`src/rtl/sfws_pkg.sv`:
```
package sfws_pkg;

    localparam int CTRL_W = 16;

    // control word, bit 0 is the module enable
    typedef struct packed {
        logic [3:0] tx_wm;
        logic [3:0] rx_wm;
        logic [2:0] spare;
        logic       tx_ie;
        logic       rx_ie;
        logic       tx_fen;
        logic       rx_fen;
        logic       mod_en;
    } ctrl_t;

endpackage

```
`src/rtl/sfws_fifo.sv`:
```
module sfws_fifo #(
    parameter int W     = 16,
    parameter int DEPTH = 8,
    localparam int PTR_W = $clog2(DEPTH),
    localparam int CNT_W = $clog2(DEPTH + 1)
) (
    input  logic             clk,
    input  logic             rst_n,
    input  logic             clr,
    input  logic             push,
    input  logic [W-1:0]     din,
    input  logic             pop,
    output logic [W-1:0]     head,
    output logic [CNT_W-1:0] level
);

    typedef struct packed {
        logic [DEPTH-1:0][W-1:0] mem;
        logic [PTR_W-1:0]        wr;
        logic [PTR_W-1:0]        rd;
        logic [CNT_W-1:0]        cnt;
    } fifo_st_t;

    fifo_st_t st_d, st_q;
    logic     do_push, do_pop;

    function automatic logic [PTR_W-1:0] ptr_inc(input logic [PTR_W-1:0] p);
        return (p == PTR_W'(DEPTH - 1)) ? '0 : p + 1'b1;
    endfunction

    always_comb begin
        st_d    = st_q;
        do_push = push && (st_q.cnt != CNT_W'(DEPTH));
        do_pop  = pop && (st_q.cnt != '0);
        if (clr) begin
            st_d.wr  = '0;
            st_d.rd  = '0;
            st_d.cnt = '0;
        end else begin
            if (do_push) begin
                st_d.mem[st_q.wr] = din;
                st_d.wr           = ptr_inc(st_q.wr);
            end
            if (do_pop) begin
                st_d.rd = ptr_inc(st_q.rd);
            end
            case ({do_push, do_pop})
                2'b10:   st_d.cnt = st_q.cnt + 1'b1;
                2'b01:   st_d.cnt = st_q.cnt - 1'b1;
                default: st_d.cnt = st_q.cnt;
            endcase
        end
    end

    always_ff @(posedge clk or negedge rst_n) begin
        if (!rst_n) st_q <= '0;
        else        st_q <= st_d;
    end

    assign head  = st_q.mem[st_q.rd];
    assign level = st_q.cnt;

endmodule

```
`src/rtl/sfws_flag_unit.sv`:
```
module sfws_flag_unit #(
    parameter int DEPTH = 8,
    parameter int WM_W  = 4,
    parameter bit IS_RX = 1'b1,
    localparam int CNT_W = $clog2(DEPTH + 1),
    localparam int CMP_W = ((CNT_W > WM_W) ? CNT_W : WM_W) + 1
) (
    input  logic             mod_en,
    input  logic             fifo_en,
    input  logic             irq_en,
    input  logic [CNT_W-1:0] level,
    input  logic [WM_W-1:0]  wm_raw,
    output logic             flag,
    output logic             irq
);

    logic [CMP_W-1:0] thr;
    logic [CMP_W-1:0] lvl;

    always_comb begin
        lvl = CMP_W'(level);
        if (!fifo_en || (wm_raw == '0))
            thr = CMP_W'(1);
        else if (CMP_W'(wm_raw) > CMP_W'(DEPTH))
            thr = CMP_W'(DEPTH);
        else
            thr = CMP_W'(wm_raw);
    end

    generate
        if (IS_RX) begin : g_rx
            assign flag = mod_en && (lvl >= thr);
        end else begin : g_tx
            assign flag = !mod_en || (lvl < thr);
        end
    endgenerate

    assign irq = flag && irq_en && fifo_en;

endmodule

```
`src/rtl/sfifo_wm_status.sv`:
```
module sfifo_wm_status
    import sfws_pkg::*;
#(
    parameter int DATA_W = 16,
    parameter int DEPTH  = 8,
    parameter int WM_W   = 4,
    localparam int CNT_W = $clog2(DEPTH + 1)
) (
    input  logic              clk,
    input  logic              rst_n,
    input  logic              ctrl_wr,
    input  logic [CTRL_W-1:0] ctrl_wdata,
    output logic [CTRL_W-1:0] ctrl_rdata,
    input  logic              rx_rd,
    output logic [DATA_W-1:0] rx_rdata,
    input  logic              tx_wr,
    input  logic [DATA_W-1:0] tx_wdata,
    input  logic              sh_rx_push,
    input  logic [DATA_W-1:0] sh_rx_data,
    input  logic              sh_tx_pop,
    output logic [DATA_W-1:0] sh_tx_data,
    output logic              sh_tx_valid,
    output logic [CNT_W-1:0]  rx_level,
    output logic [CNT_W-1:0]  tx_level,
    output logic              rx_flag,
    output logic              tx_flag,
    output logic              rx_irq,
    output logic              tx_irq,
    output logic              tx_ovf
);

    typedef struct packed {
        ctrl_t             ctrl;
        logic [DATA_W-1:0] rx_rdata;
        logic              tx_ovf;
    } top_st_t;

    top_st_t           st_d, st_q;
    logic              en;
    logic              rx_pop_ok;
    logic              tx_full;
    logic [DATA_W-1:0] rx_head;

    assign en        = st_q.ctrl.mod_en;
    assign rx_pop_ok = en && rx_rd && (rx_level != '0);
    assign tx_full   = (tx_level == CNT_W'(DEPTH));

    always_comb begin
        st_d = st_q;
        if (ctrl_wr) st_d.ctrl = ctrl_t'(ctrl_wdata);
        if (rx_pop_ok) st_d.rx_rdata = rx_head;
        if (!en)
            st_d.tx_ovf = 1'b0;
        else if (tx_wr && tx_full)
            st_d.tx_ovf = 1'b1;
    end

    always_ff @(posedge clk or negedge rst_n) begin
        if (!rst_n) st_q <= '0;
        else        st_q <= st_d;
    end

    sfws_fifo #(.W(DATA_W), .DEPTH(DEPTH)) rx_fifo_i (
        .clk   (clk),
        .rst_n (rst_n),
        .clr   (!en),
        .push  (en && sh_rx_push),
        .din   (sh_rx_data),
        .pop   (en && rx_rd),
        .head  (rx_head),
        .level (rx_level)
    );

    sfws_fifo #(.W(DATA_W), .DEPTH(DEPTH)) tx_fifo_i (
        .clk   (clk),
        .rst_n (rst_n),
        .clr   (!en),
        .push  (en && tx_wr),
        .din   (tx_wdata),
        .pop   (en && sh_tx_pop),
        .head  (sh_tx_data),
        .level (tx_level)
    );

    sfws_flag_unit #(.DEPTH(DEPTH), .WM_W(WM_W), .IS_RX(1'b1)) rx_flag_i (
        .mod_en  (en),
        .fifo_en (st_q.ctrl.rx_fen),
        .irq_en  (st_q.ctrl.rx_ie),
        .level   (rx_level),
        .wm_raw  (st_q.ctrl.rx_wm),
        .flag    (rx_flag),
        .irq     (rx_irq)
    );

    sfws_flag_unit #(.DEPTH(DEPTH), .WM_W(WM_W), .IS_RX(1'b0)) tx_flag_i (
        .mod_en  (en),
        .fifo_en (st_q.ctrl.tx_fen),
        .irq_en  (st_q.ctrl.tx_ie),
        .level   (tx_level),
        .wm_raw  (st_q.ctrl.tx_wm),
        .flag    (tx_flag),
        .irq     (tx_irq)
    );

    assign ctrl_rdata  = st_q.ctrl;
    assign rx_rdata    = st_q.rx_rdata;
    assign tx_ovf      = st_q.tx_ovf;
    assign sh_tx_valid = en && (tx_level != '0);

endmodule

```
`config.mk`:
```
export PLATFORM = sky130hd
export DESIGN_NAME = sfifo_wm_status
export DESIGN_NICKNAME = d
export VERILOG_FILES = /design/src/rtl/sfws_pkg.sv /design/src/rtl/sfws_fifo.sv /design/src/rtl/sfws_flag_unit.sv /design/src/rtl/sfifo_wm_status.sv
export SDC_FILE = /design/constraint.sdc
export NUM_CORES = 1
export LEC_CHECK = 0
export ABC_CLOCK_PERIOD_IN_PS = 5400
export CAP_MARGIN = 0
export CORE_MARGIN = 3
export CORE_UTILIZATION = 50
export DETAILED_ROUTE_END_ITERATION = 12
export PLACE_DENSITY = 0.81
export SLEW_MARGIN = 25
export SYNTH_ARGS = -nofsm -noshare
export SYNTH_HDL_FRONTEND = slang
export SYNTH_HIERARCHICAL = 1
export SYNTH_SLANG_ARGS = --single-unit
```
`constraint.sdc`:
```
create_clock -name clk -period 5.4 [get_ports clk]
set_clock_uncertainty 0.1 [all_clocks]
set_input_delay 1.08 -clock clk [delete_from_list [all_inputs] [get_ports clk]]
set_output_delay 1.08 -clock clk [all_outputs]
set_load 0.01 [all_outputs]
```
==> results.cfg <==
[yosys]
yosys.area.top_type = dfrtp_1
syn_avg_cell_area_um2 = 15.8
synth_area_um2 = 14600
synthArstFlopShare = 1.00
synth_top_area_frac = 0.530
synth_seq_cells = 309
synth_edf_count = 0
ys_warn_count = 6
ys_types = 56
syn-instance-count = 926
yosysMostFrequentCell = dfrtp_1
synth_seq_area_share = 0.530
synth_ff_type = dfrtp_1
synthTopCellsByCount = dfrtp_1 (309), mux2_2 (286), mux4_2 (64)
synthTopCellsByArea = dfrtp_1 (53%), mux2_2 (22%), mux4_2 (9.9%)
synth.net_count = 1002

[finish]
multi_input_area_um2 = 6460
layout-drive-gt1-share = 0.455
final_nets = 1109
final_area_um2 = 17200
area_delta_synth_final_pct = 18.1
antennaDiodeCount = 0
fillCellCount = 2082
sequential_cell_area_um2 = 7740

[drt]
drc = 0
wl_per_cell_um = 20.6
drt-total-wl_um = 29600
vias_per_cell = 5.70
vias = 8196
dr.pass1.iters = 4
ant_nets = 0
drt_iter0_markers = 533

[hold_path]
hold_class = reg -> reg
worstHoldStart = tx_fifo_i/st_q[42]
min_to = tx_fifo_i/st_q[42]
min_path_cells = 1

[die]
die-area_um2 = 31300
io_pins = 117
core_um2 = 28200
initial_utilization = 0.517
die_h_um = 177
row_count = 61
fp.dieW_um = 177

[grt]
grt_usage = 0.198
grt_pass1_vias = 9216
grt_pass1_wl_um = 49500
gr-total-overflow = 0
antenna_found_initial = 2
grt_max_degree = 122

[sta]
hold_violations = 0
worst_slack_ps = 1190
max_slew_margin = 0.309
rsz0062_at_grt = false
period_needed_ps = 4210
fmax_mhz = 238
worstMarginPinSlew_ps = 1040
finalMaxSlewViolations = 0
tns_ps = 0
post-route-period-util = 0.779
setup_viol = 0

[setup_path]
cp_slowest_stage_delay_ps = 900
cp.required_ps = 4220
r2r_start = en
slowest_stage = dfrtp_2
r2r_setup_slack_ps = 2020
end_kind = primary output
cp_cell_sequence = buf_4 -> mux4_2 -> mux2_2 -> clkdlybuf4s50_1
start_kind = register
path_class = reg -> out
worstPathArrival_ps = 3030
r2r-end = tx_fifo_i/st_q[90]
reg2reg_depth = 6
cp_max_fo = 25

[power]
p_total_w = 0.00618
p_per_area_nw_per_um2 = 359
p_leak_nw = 7.93
irDropWorstVdd_v = 0.000179

[clock_tree]
htreeDepth = 2
cts_tree = done
cts_setup_buffers = 0
postCtsResizedCells = 0
clk_pin_slew_ps = 60
clkLatencyLatePin_ps = 510
cts_inserted_buffers = 34
ctsLongestPathBuffers = 3
root_buffer = clkbuf_16
clock-sinks = 309
ctsHoldBuffers = 0

[placed_design]
placed_cell_area_um2 = 16000
pre_cts_slack_ps = 1320
io_buffers = 116
post-dp-hpwl_um = 18200
place.gp.congestion = 0.775

[outcome]
status = finished clean

[flow_run]
cap_violations = 0
logic make-up after synthesis:
kind of cell / share of synthesized area
flip-flops: 0.530
multiplexers: 0.359
XOR/XNOR: 0.00240
AND/OR/NAND/NOR: 0.0414
AO/OA/AOI/OAI: 0.0202
adder cells (fa/ha/maj): 0.0190
buffers and inverters: 0.0276
how the worst max path moves through the flow:
stage,slack [ps],start,endpoint,cells after the start
3_3_place_gp,1380,sh_rx_push,rx_fifo_i/st_q[46],6
5_1_grt,1030,tx_fifo_i/st_q[4],sh_tx_data[10],4
4_1_cts,1130,tx_fifo_i/st_q[4],sh_tx_data[14],4
3_5_place_dp,1320,sh_rx_push,rx_fifo_i/st_q[47],6
6_report,1190,tx_fifo_i/st_q[4],sh_tx_data[8],4
2_1_floorplan,2180,rx_rd,rx_fifo_i/level[3],8
where the power goes:
group          internal (W)  switching (W)
registers           0.00254       0.000146
logic              0.000647       0.000378
clock network       0.00152       0.000945
routing by layer:
metal	global-route usage	vias up	part of all wire
met3	0.0431	44	0.051
met2	0.319	173	0.48
met4	0.0452	4	0.014
met1	0.279	4312	0.45
li1	-	3663	-
met5	0	-	0.00091
area by class of cell:
cell class / count / area share
Clock inverter: 18 / 0.0145
Inverter: 5 / 0.00109
Sequential cell: 309 / 0.449
Timing Repair Buffer: 133 / 0.0765
Multi-Input combinational cell: 550 / 0.375
Clock buffer: 44 / 0.0563
Tap cell: 378 / 0.0274
through the flow:
stage | hold WS (ps) | cells | util
finish | 400 | 1437 | 0.610
global route | 409 | 1437 | 0.610
CTS | 401 | 1436 | 0.610
detailed placement | 387 | 1374 | 0.567
global placement | 362 | 1373 | 0.566
floorplan | 352 | 926 | -
sequential cells by signal (all words and copies together) (netlist names):
| signal | cells |
|---|---|
| rx_fifo_i/level | 4 |
| tx_fifo_i/level | 4 |
| rx_rdata | 16 |
| en | 1 |
| tx_fifo_i/st_q | 134 |
| tx_ovf | 1 |
| rx_fifo_i/st_q | 134 |
| ctrl_rdata | 15 |
critical path: cells and delay by family (launching register included):
kind                   cells  cell delay, ps
flip-flops                 1             900
buffers and inverters      2             800
multiplexers               2             800
cells in the final DEF (no fill, tap or decap), types with 6 or more instances in the layout:
master / n
mux2i_1: 10
nor2_1: 20
buf_4: 14
a21oi_1: 16
nand3_1: 8
ha_1: 19
clkbuf_16: 35
clkinv_2: 7
clkdlybuf4s50_1: 115
nor3_1: 6
mux2_2: 286
dfrtp_1: 306
mux2_4: 30
mux4_2: 64
clkbuf_8: 6
nand2_1: 22
Power figures use the tool's default switching activity.
